<file path="src/rtl/pwm_pkg.sv">
package pwm_pkg;
  localparam int AW = 5;
  localparam int DW = 8;

  localparam logic [AW-1:0] A_EN   = 5'd0;
  localparam logic [AW-1:0] A_CAT  = 5'd1;
  localparam logic [AW-1:0] A_DIV  = 5'd2;
  localparam logic [AW-1:0] A_PCNT = 5'd3;
  localparam logic [AW-1:0] A_PER  = 5'd8;
  localparam logic [AW-1:0] A_DUTY = 5'd16;

  typedef logic [DW-1:0] byte_t;
endpackage

</file>
<file path="src/rtl/pwm_regs.sv">
module pwm_regs
  import pwm_pkg::*;
#(
  parameter int NCH  = 8,
  parameter int NCAT = 3
) (
  input  logic                    clk,
  input  logic                    rst_n,
  input  logic                    wr_en,
  input  logic [AW-1:0]           addr,
  input  logic [DW-1:0]           wdata,
  input  logic [DW-1:0]           pcnt,
  output logic [DW-1:0]           rdata,
  output logic [NCH-1:0]          en_q,
  output logic [NCAT-1:0]         cat_q,
  output logic [DW-1:0]           div_q,
  output logic [NCH-1:0][DW-1:0]  per_q,
  output logic [NCH-1:0][DW-1:0]  duty_q
);
  localparam int IW = $clog2(NCH);

  logic          sel_per;
  logic          sel_duty;
  logic [IW-1:0] idx;

  assign idx      = addr[IW-1:0];
  assign sel_per  = (addr[AW-1:IW] == A_PER[AW-1:IW]);
  assign sel_duty = (addr[AW-1:IW] == A_DUTY[AW-1:IW]);

  always_ff @(posedge clk) begin
    if (!rst_n) begin
      en_q   <= '0;
      cat_q  <= '0;
      div_q  <= '0;
      per_q  <= '0;
      duty_q <= '0;
    end else if (wr_en) begin
      if (addr == A_EN)  en_q  <= wdata[NCH-1:0];
      if (addr == A_CAT) cat_q <= wdata[NCAT-1:0];
      if (addr == A_DIV) div_q <= wdata;
      if (sel_per)       per_q[idx]  <= wdata;
      if (sel_duty)      duty_q[idx] <= wdata;
    end
  end

  always_comb begin
    rdata = '0;
    if (addr == A_EN)        rdata[NCH-1:0]  = en_q;
    else if (addr == A_CAT)  rdata[NCAT-1:0] = cat_q;
    else if (addr == A_DIV)  rdata = div_q;
    else if (addr == A_PCNT) rdata = pcnt;
    else if (sel_per)        rdata = per_q[idx];
    else if (sel_duty)       rdata = duty_q[idx];
  end


  en_wr_chk: assert property (@(posedge clk) disable iff (!rst_n)
    (wr_en && addr == A_EN) |=> (en_q == $past(wdata[NCH-1:0])));
endmodule

</file>
<file path="src/rtl/pwm_prescaler.sv">
module pwm_prescaler #(
  parameter int PW = 8
) (
  input  logic          clk,
  input  logic          rst_n,
  input  logic          run,
  input  logic [PW-1:0] div,
  output logic          tick,
  output logic [PW-1:0] cnt
);
  localparam logic [PW-1:0] INC = PW'(1);

  logic at_end;
  assign at_end = (cnt >= div);
  assign tick   = run && at_end;

  always_ff @(posedge clk) begin
    if (!rst_n)      cnt <= '0;
    else if (!run)   cnt <= '0;
    else if (at_end) cnt <= '0;
    else             cnt <= cnt + INC;
  end


  idle_chk: assert property (@(posedge clk) disable iff (!rst_n)
    !run |=> (cnt == '0));

  tick_wrap_chk: assert property (@(posedge clk) disable iff (!rst_n)
    tick |=> (cnt == '0));
endmodule

</file>
<file path="src/rtl/pwm_chan.sv">
module pwm_chan #(
  parameter int W = 8
) (
  input  logic         clk,
  input  logic         rst_n,
  input  logic         tick,
  input  logic         en,
  input  logic [W-1:0] per,
  input  logic [W-1:0] duty,
  output logic         out
);
  localparam logic [W-1:0] INC  = W'(1);
  localparam logic [W:0]   INCX = (W+1)'(1);

  logic         act;
  logic [W-1:0] cnt;
  logic [W-1:0] per_s;
  logic [W-1:0] duty_s;
  logic         wrap;

  assign wrap = (({1'b0, cnt} + INCX) >= {1'b0, per_s});

  always_ff @(posedge clk) begin
    if (!rst_n) begin
      act    <= 1'b0;
      cnt    <= '0;
      per_s  <= '0;
      duty_s <= '0;
    end else if (!en) begin
      act <= 1'b0;
      cnt <= '0;
    end else if (tick) begin
      if (!act || wrap) begin
        act    <= 1'b1;
        cnt    <= '0;
        per_s  <= per;
        duty_s <= duty;
      end else begin
        cnt <= cnt + INC;
      end
    end
  end

  assign out = act && (cnt < duty_s);


  start_chk: assert property (@(posedge clk) disable iff (!rst_n)
    (!act && !tick) |=> !act);

  dis_low_chk: assert property (@(posedge clk) disable iff (!rst_n)
    !en |=> (!out && cnt == '0));

  hold_buf_chk: assert property (@(posedge clk) disable iff (!rst_n)
    (act && !(tick && wrap)) |=> ($stable(per_s) && $stable(duty_s)));

  cnt_range_chk: assert property (@(posedge clk) disable iff (!rst_n)
    (act && per_s != '0) |-> (cnt < per_s));
endmodule

</file>
<file path="src/rtl/pwm_pair.sv">
module pwm_pair #(
  parameter bit HAS_CAT = 1'b1
) (
  input  logic       clk,
  input  logic       rst_n,
  input  logic       tick,
  input  logic       en_lo,
  input  logic       en_hi,
  input  logic       cat,
  input  logic [7:0] per_lo,
  input  logic [7:0] per_hi,
  input  logic [7:0] duty_lo,
  input  logic [7:0] duty_hi,
  output logic       out_lo,
  output logic       out_hi
);
  logic o_lo8;
  logic o_hi8;
  logic cat_eff;

  assign cat_eff = HAS_CAT ? cat : 1'b0;

  pwm_chan #(.W(8)) u_lo (
    .clk(clk), .rst_n(rst_n), .tick(tick), .en(en_lo & ~cat_eff),
    .per(per_lo), .duty(duty_lo), .out(o_lo8)
  );

  pwm_chan #(.W(8)) u_hi (
    .clk(clk), .rst_n(rst_n), .tick(tick), .en(en_hi & ~cat_eff),
    .per(per_hi), .duty(duty_hi), .out(o_hi8)
  );

  generate
    if (HAS_CAT) begin : g_cat
      logic o_w;
      pwm_chan #(.W(16)) u_wide (
        .clk(clk), .rst_n(rst_n), .tick(tick), .en(en_lo & cat),
        .per({per_hi, per_lo}), .duty({duty_hi, duty_lo}), .out(o_w)
      );
      assign out_lo = cat ? o_w  : o_lo8;
      assign out_hi = cat ? 1'b0 : o_hi8;


      hi_off_chk: assert property (@(posedge clk) disable iff (!rst_n)
        cat |=> !o_hi8);

      lo_gate_chk: assert property (@(posedge clk) disable iff (!rst_n)
        (cat && !en_lo) |=> !o_w);
    end else begin : g_plain
      logic unused_cat;
      assign unused_cat = cat;
      assign out_lo = o_lo8;
      assign out_hi = o_hi8;
    end
  endgenerate
endmodule

</file>
<file path="src/rtl/pwm8_cat.sv">
module pwm8_cat
  import pwm_pkg::*;
#(
  parameter int NCH = 8
) (
  input  logic          clk,
  input  logic          rst_n,
  input  logic          wr_en,
  input  logic [AW-1:0] addr,
  input  logic [DW-1:0] wdata,
  output logic [DW-1:0] rdata,
  output logic [NCH-1:0] pwm_out
);
  localparam int NPAIR = NCH / 2;
  localparam int NCAT  = NPAIR - 1;

  logic [NCH-1:0]         en_q;
  logic [NCAT-1:0]        cat_q;
  logic [DW-1:0]          div_q;
  logic [NCH-1:0][DW-1:0] per_q;
  logic [NCH-1:0][DW-1:0] duty_q;
  logic [DW-1:0]          pcnt;
  logic                   tick;
  logic [NPAIR-1:0]       cat_vec;

  assign cat_vec = {cat_q, 1'b0};

  pwm_regs #(.NCH(NCH), .NCAT(NCAT)) u_regs (
    .clk(clk), .rst_n(rst_n), .wr_en(wr_en), .addr(addr), .wdata(wdata),
    .pcnt(pcnt), .rdata(rdata), .en_q(en_q), .cat_q(cat_q), .div_q(div_q),
    .per_q(per_q), .duty_q(duty_q)
  );

  pwm_prescaler #(.PW(DW)) u_pre (
    .clk(clk), .rst_n(rst_n), .run(|en_q), .div(div_q), .tick(tick), .cnt(pcnt)
  );

  generate
    for (genvar p = 0; p < NPAIR; p++) begin : g_pair
      pwm_pair #(.HAS_CAT(p != 0)) u_pair (
        .clk(clk), .rst_n(rst_n), .tick(tick),
        .en_lo(en_q[2*p]), .en_hi(en_q[2*p+1]), .cat(cat_vec[p]),
        .per_lo(per_q[2*p]), .per_hi(per_q[2*p+1]),
        .duty_lo(duty_q[2*p]), .duty_hi(duty_q[2*p+1]),
        .out_lo(pwm_out[2*p]), .out_hi(pwm_out[2*p+1])
      );
    end
  endgenerate


  rst_out_chk: assert property (@(posedge clk) !rst_n |=> (pwm_out == '0));
endmodule

</file>
<file path="config.mk">
export PLATFORM = sky130hd
export DESIGN_NAME = pwm8_cat
export DESIGN_NICKNAME = d
export VERILOG_FILES = /design/src/rtl/pwm_pkg.sv /design/src/rtl/pwm_regs.sv /design/src/rtl/pwm_prescaler.sv /design/src/rtl/pwm_chan.sv /design/src/rtl/pwm_pair.sv /design/src/rtl/pwm8_cat.sv
export SDC_FILE = /design/constraint.sdc
export NUM_CORES = 1
export LEC_CHECK = 0
export BUFFER_PORTS_ARGS = -buffer_cell sky130_fd_sc_hd__buf_4
export CAP_MARGIN = 20
export CORE_ASPECT_RATIO = 0.7
export CORE_MARGIN = 4
export CORE_UTILIZATION = 38
export DETAILED_ROUTE_END_ITERATION = 8
export HOLD_SLACK_MARGIN = 0.06
export PLACE_DENSITY = 0.6
export SETUP_SLACK_MARGIN = 0.2
export SLEW_MARGIN = 5
export SYNTH_ARGS = -nofsm -noshare
export SYNTH_HDL_FRONTEND = slang
export SYNTH_HIERARCHICAL = 1
export SYNTH_SLANG_ARGS = --single-unit
</file>
<file path="constraint.sdc">
create_clock -name clk -period 3.6 [get_ports clk]
set_input_delay 0.18 -clock clk [delete_from_list [all_inputs] [get_ports clk]]
set_output_delay 0.18 -clock clk [all_outputs]
set_load 0.1 [all_outputs]
</file>
==> impl_metrics.env <==
export IMPL_status="finished, final reports clean"
export IMPL_multiInputGateArea_sq_um=19800
export IMPL_wl_per_cell_um=18.6
export IMPL_internal_power_mw=9.24
export IMPL_port_buffers=31
export IMPL_reg2reg_from="g_pair[1].u_pair/g_cat.u_wide/cnt[0]"
export IMPL_clk_pin_slew_worst_paths_ps=70
export IMPL_ff2ff_setup_slack_ps=370
export IMPL_hp_start="rst_n"
export IMPL_fillers=8235
export IMPL_vias=27800
export IMPL_final_max_slew_viol_count=0
export IMPL_power_frac_clock=0.499
export IMPL_htreeDepth=2
export IMPL_gr_total_overflow=0
export IMPL_die_area_sq_um=89500
export IMPL_hold_viol=0
export IMPL_ir_drop_v=0.000358
export IMPL_totalPowerFinal_mw=12.2
export IMPL_grt_max_degree=137
export IMPL_use_met2=0.272
export IMPL_ys_warnings_count=6
export IMPL_cts_sinks=502
export IMPL_avgSynthCellArea_sq_um=8.13
export IMPL_p_sw_mw=2.93
export IMPL_setup_viol=0
export IMPL_worstPathRequired_ps=4130
export IMPL_ant_nets=0
export IMPL_start_util=0.387
export IMPL_root_buffer="clkbuf_16"
export IMPL_met1_usage=0.319
export IMPL_place_detailed_hpwl_um=66500
export IMPL_syn2layout_area_growth_pct=10.0
export IMPL_max_cap_violations=0
export IMPL_cts_buffers_inserted=52
export IMPL_crit_type="flip-flop to flip-flop"
export IMPL_rsz0062_at_grt="true"
export IMPL_finalWorstPathRequiredPeriod_ps=3230
export IMPL_clock_insertion_delay_worst_skew_ps=640
export IMPL_busiest_layer="met1"
export IMPL_syn_nets=4210
export IMPL_min_path_type="input pin to flip-flop"
export IMPL_power_density_nw_per_um2=343
export IMPL_crit_path_start_kind="flip-flop"
export IMPL_p_leak_nw=12.7
export IMPL_finalNetCount=4149
export IMPL_finalCoreUtilization=0.426
export IMPL_reg2reg_to="g_pair[1].u_pair/g_cat.u_wide/duty_s[10]"
export IMPL_ios=32
export IMPL_power_frac_comb=0.042
export IMPL_vias_per_cell=5.49
export IMPL_cts_buffer_depth=3
export IMPL_skew_ps=30.2
export IMPL_critPathMaxFanout=12
export IMPL_max_slew_margin_rel=0.496
export IMPL_grt_pass1_wl_um=146000
export IMPL_holdPathStages=2
export IMPL_worst_setup_path_end_kind="flip-flop"
export IMPL_grt_pass1_vias=24900
export IMPL_swShare=0.241
export IMPL_place_congestion=0.940
export IMPL_antenna_found_initial=2
export IMPL_dieHeight_um=251
export IMPL_synthCells=3961
export IMPL_first_iter_violations=2944
export IMPL_grt_use_met3=0.0479
export IMPL_post_place_ws_ps=123
export IMPL_pwr_share_seq=0.459
export IMPL_tritoncts="yes"
export IMPL_worst_slack_ps=370
export IMPL_max_freq_mhz=310
export IMPL_fin_setup_tns_ps=0
export IMPL_seqCellArea_sq_um=10100
export IMPL_drcViolationCount=0
export IMPL_holdPathEnd="u_regs/per_q[15]"
export IMPL_post_route_period_util=0.897
export IMPL_drive_gt1_frac=0.0878
export IMPL_chipWidth_um=356
export IMPL_arrival_ps=3760
export IMPL_syn_area_sq_um=32200
export IMPL_dr_pass1_iters=8
export IMPL_reg2reg_depth=13
export IMPL_worstMarginPinSlew_ps=756
export IMPL_num_rows=88
export IMPL_wirelength_um=94400
export IMPL_grt_util_all_layers=0.202
export IMPL_coreArea_sq_um=83100
## worst max path at each step
stage / slack [ps] / to / from / depth (start not counted)
after floorplan: 380 / g_pair[1].u_pair/g_cat.u_wide/cnt[11] / u_pre/cnt[0] / 12
after global placement: 340 / g_pair[2].u_pair/g_cat.u_wide/per_s[9] / g_pair[2].u_pair/g_cat.u_wide/cnt[3] / 12
after detailed placement: 120 / g_pair[2].u_pair/g_cat.u_wide/per_s[5] / g_pair[2].u_pair/g_cat.u_wide/cnt[3] / 12
after CTS: 250 / g_pair[1].u_pair/g_cat.u_wide/duty_s[10] / g_pair[1].u_pair/g_cat.u_wide/cnt[2] / 12
after global routing: 200 / g_pair[1].u_pair/g_cat.u_wide/cnt[3] / g_pair[1].u_pair/g_cat.u_wide/cnt[0] / 12
final: 370 / g_pair[1].u_pair/g_cat.u_wide/duty_s[10] / g_pair[1].u_pair/g_cat.u_wide/cnt[0] / 13
## flip-flops by register name, summed over array words and instances, names as in the netlist
register                           flops
u_regs/div_q                           8
u_regs/per_q                          64
g_pair.u_pair/u_lo/duty_s             32
g_pair.u_pair/u_hi/duty_s             32
g_pair.u_pair/g_cat.u_wide/per_s      48
u_pre/cnt                              8
g_pair.u_pair/u_lo/act                 4
g_pair.u_pair/u_lo/per_s              32
g_pair.u_pair/g_cat.u_wide/cnt        48
g_pair.u_pair/g_cat.u_wide/act         3
g_pair.u_pair/g_cat.u_wide/duty_s     48
g_pair.u_pair/u_hi/per_s              32
u_regs/cat_q                           3
g_pair.u_pair/u_hi/cnt                32
u_regs/en_q                            8
g_pair.u_pair/u_hi/act                 4
g_pair.u_pair/u_lo/cnt                32
u_regs/duty_q                         64
## layout make-up
type / instances / area share
antenna: 2 / 0.000141
clock buffer: 73 / 0.0441
clock inverter: 24 / 0.00936
inverter: 259 / 0.0274
multi-input combinational: 2951 / 0.559
sequential: 502 / 0.284
tap: 1125 / 0.0397
timing repair buffer: 134 / 0.0365
## timing repair
item / CTS / global route
pin swaps: 0 / 7
gates cloned: 0 / 3
resized for setup: 4 / 24
endpoints found under the setup margin: 34 / 119
hold endpoints to repair: 147 / 0
hold buffers: 10 / 0
buffers inserted: 0 / 4
## worst max-delay path: stages (launching register included)
cell	delay [ps]
dfxtp_1	440
ha_1	240
nand2_1	120
or2_1	260
nor2_1	140
xor2_1	260
ha_1	160
and3_1	190
nand4_1	150
a311oi_2	350
o31ai_4	170
a21oi_4	220
buf_6	210
mux2i_1	230
## stage by stage
step           std cells  hold WS (ps)  cell area [sq um]
2_1_floorplan       3961           422              32200
3_3_place_gp        4954           442              33200
5_1_grt             5070          93.1              35400
4_1_cts             5061          70.5              35200
6_report            5070           118              35400
3_5_place_dp        4954           448              33200
## metal layers
| metal | up-vias | share of wire |
|---|---|---|
| li1 | 13700 | - |
| met1 | 13100 | 0.51 |
| met2 | 917 | 0.38 |
| met3 | 113 | 0.088 |
| met4 | 0 | 0.019 |
| met5 | - | 0 |
## cell usage in the layout (no fill, tap or decap), types with 40 or more instances in the layout
| cell | n |
|---|---|
| nand2b_1 | 68 |
| buf_4 | 102 |
| ha_1 | 232 |
| and2_1 | 150 |
| mux2i_1 | 147 |
| dfxtp_1 | 495 |
| a311o_1 | 128 |
| inv_1 | 259 |
| nand3_1 | 264 |
| xor2_1 | 43 |
| o21ai_0 | 103 |
| a21o_1 | 56 |
| a21oi_1 | 56 |
| clkbuf_16 | 56 |
| xnor2_1 | 59 |
| a21boi_0 | 113 |
| o21ai_1 | 134 |
| nand2_1 | 615 |
| nor2b_1 | 49 |
| a31oi_1 | 40 |
| nand4_1 | 61 |
| nor2_1 | 251 |
## power groups by stage
stage	registers, mW	clock network (mW)	logic (mW)
final	5.59	6.07	0.510
after global routing	5.58	6.40	0.534
after CTS	5.59	6.18	0.497
after detailed placement	5.71	0	0.488
after global placement	5.71	0	0.488
after floorplan	5.70	0	0.339
Power figures use the tool's default switching activity.
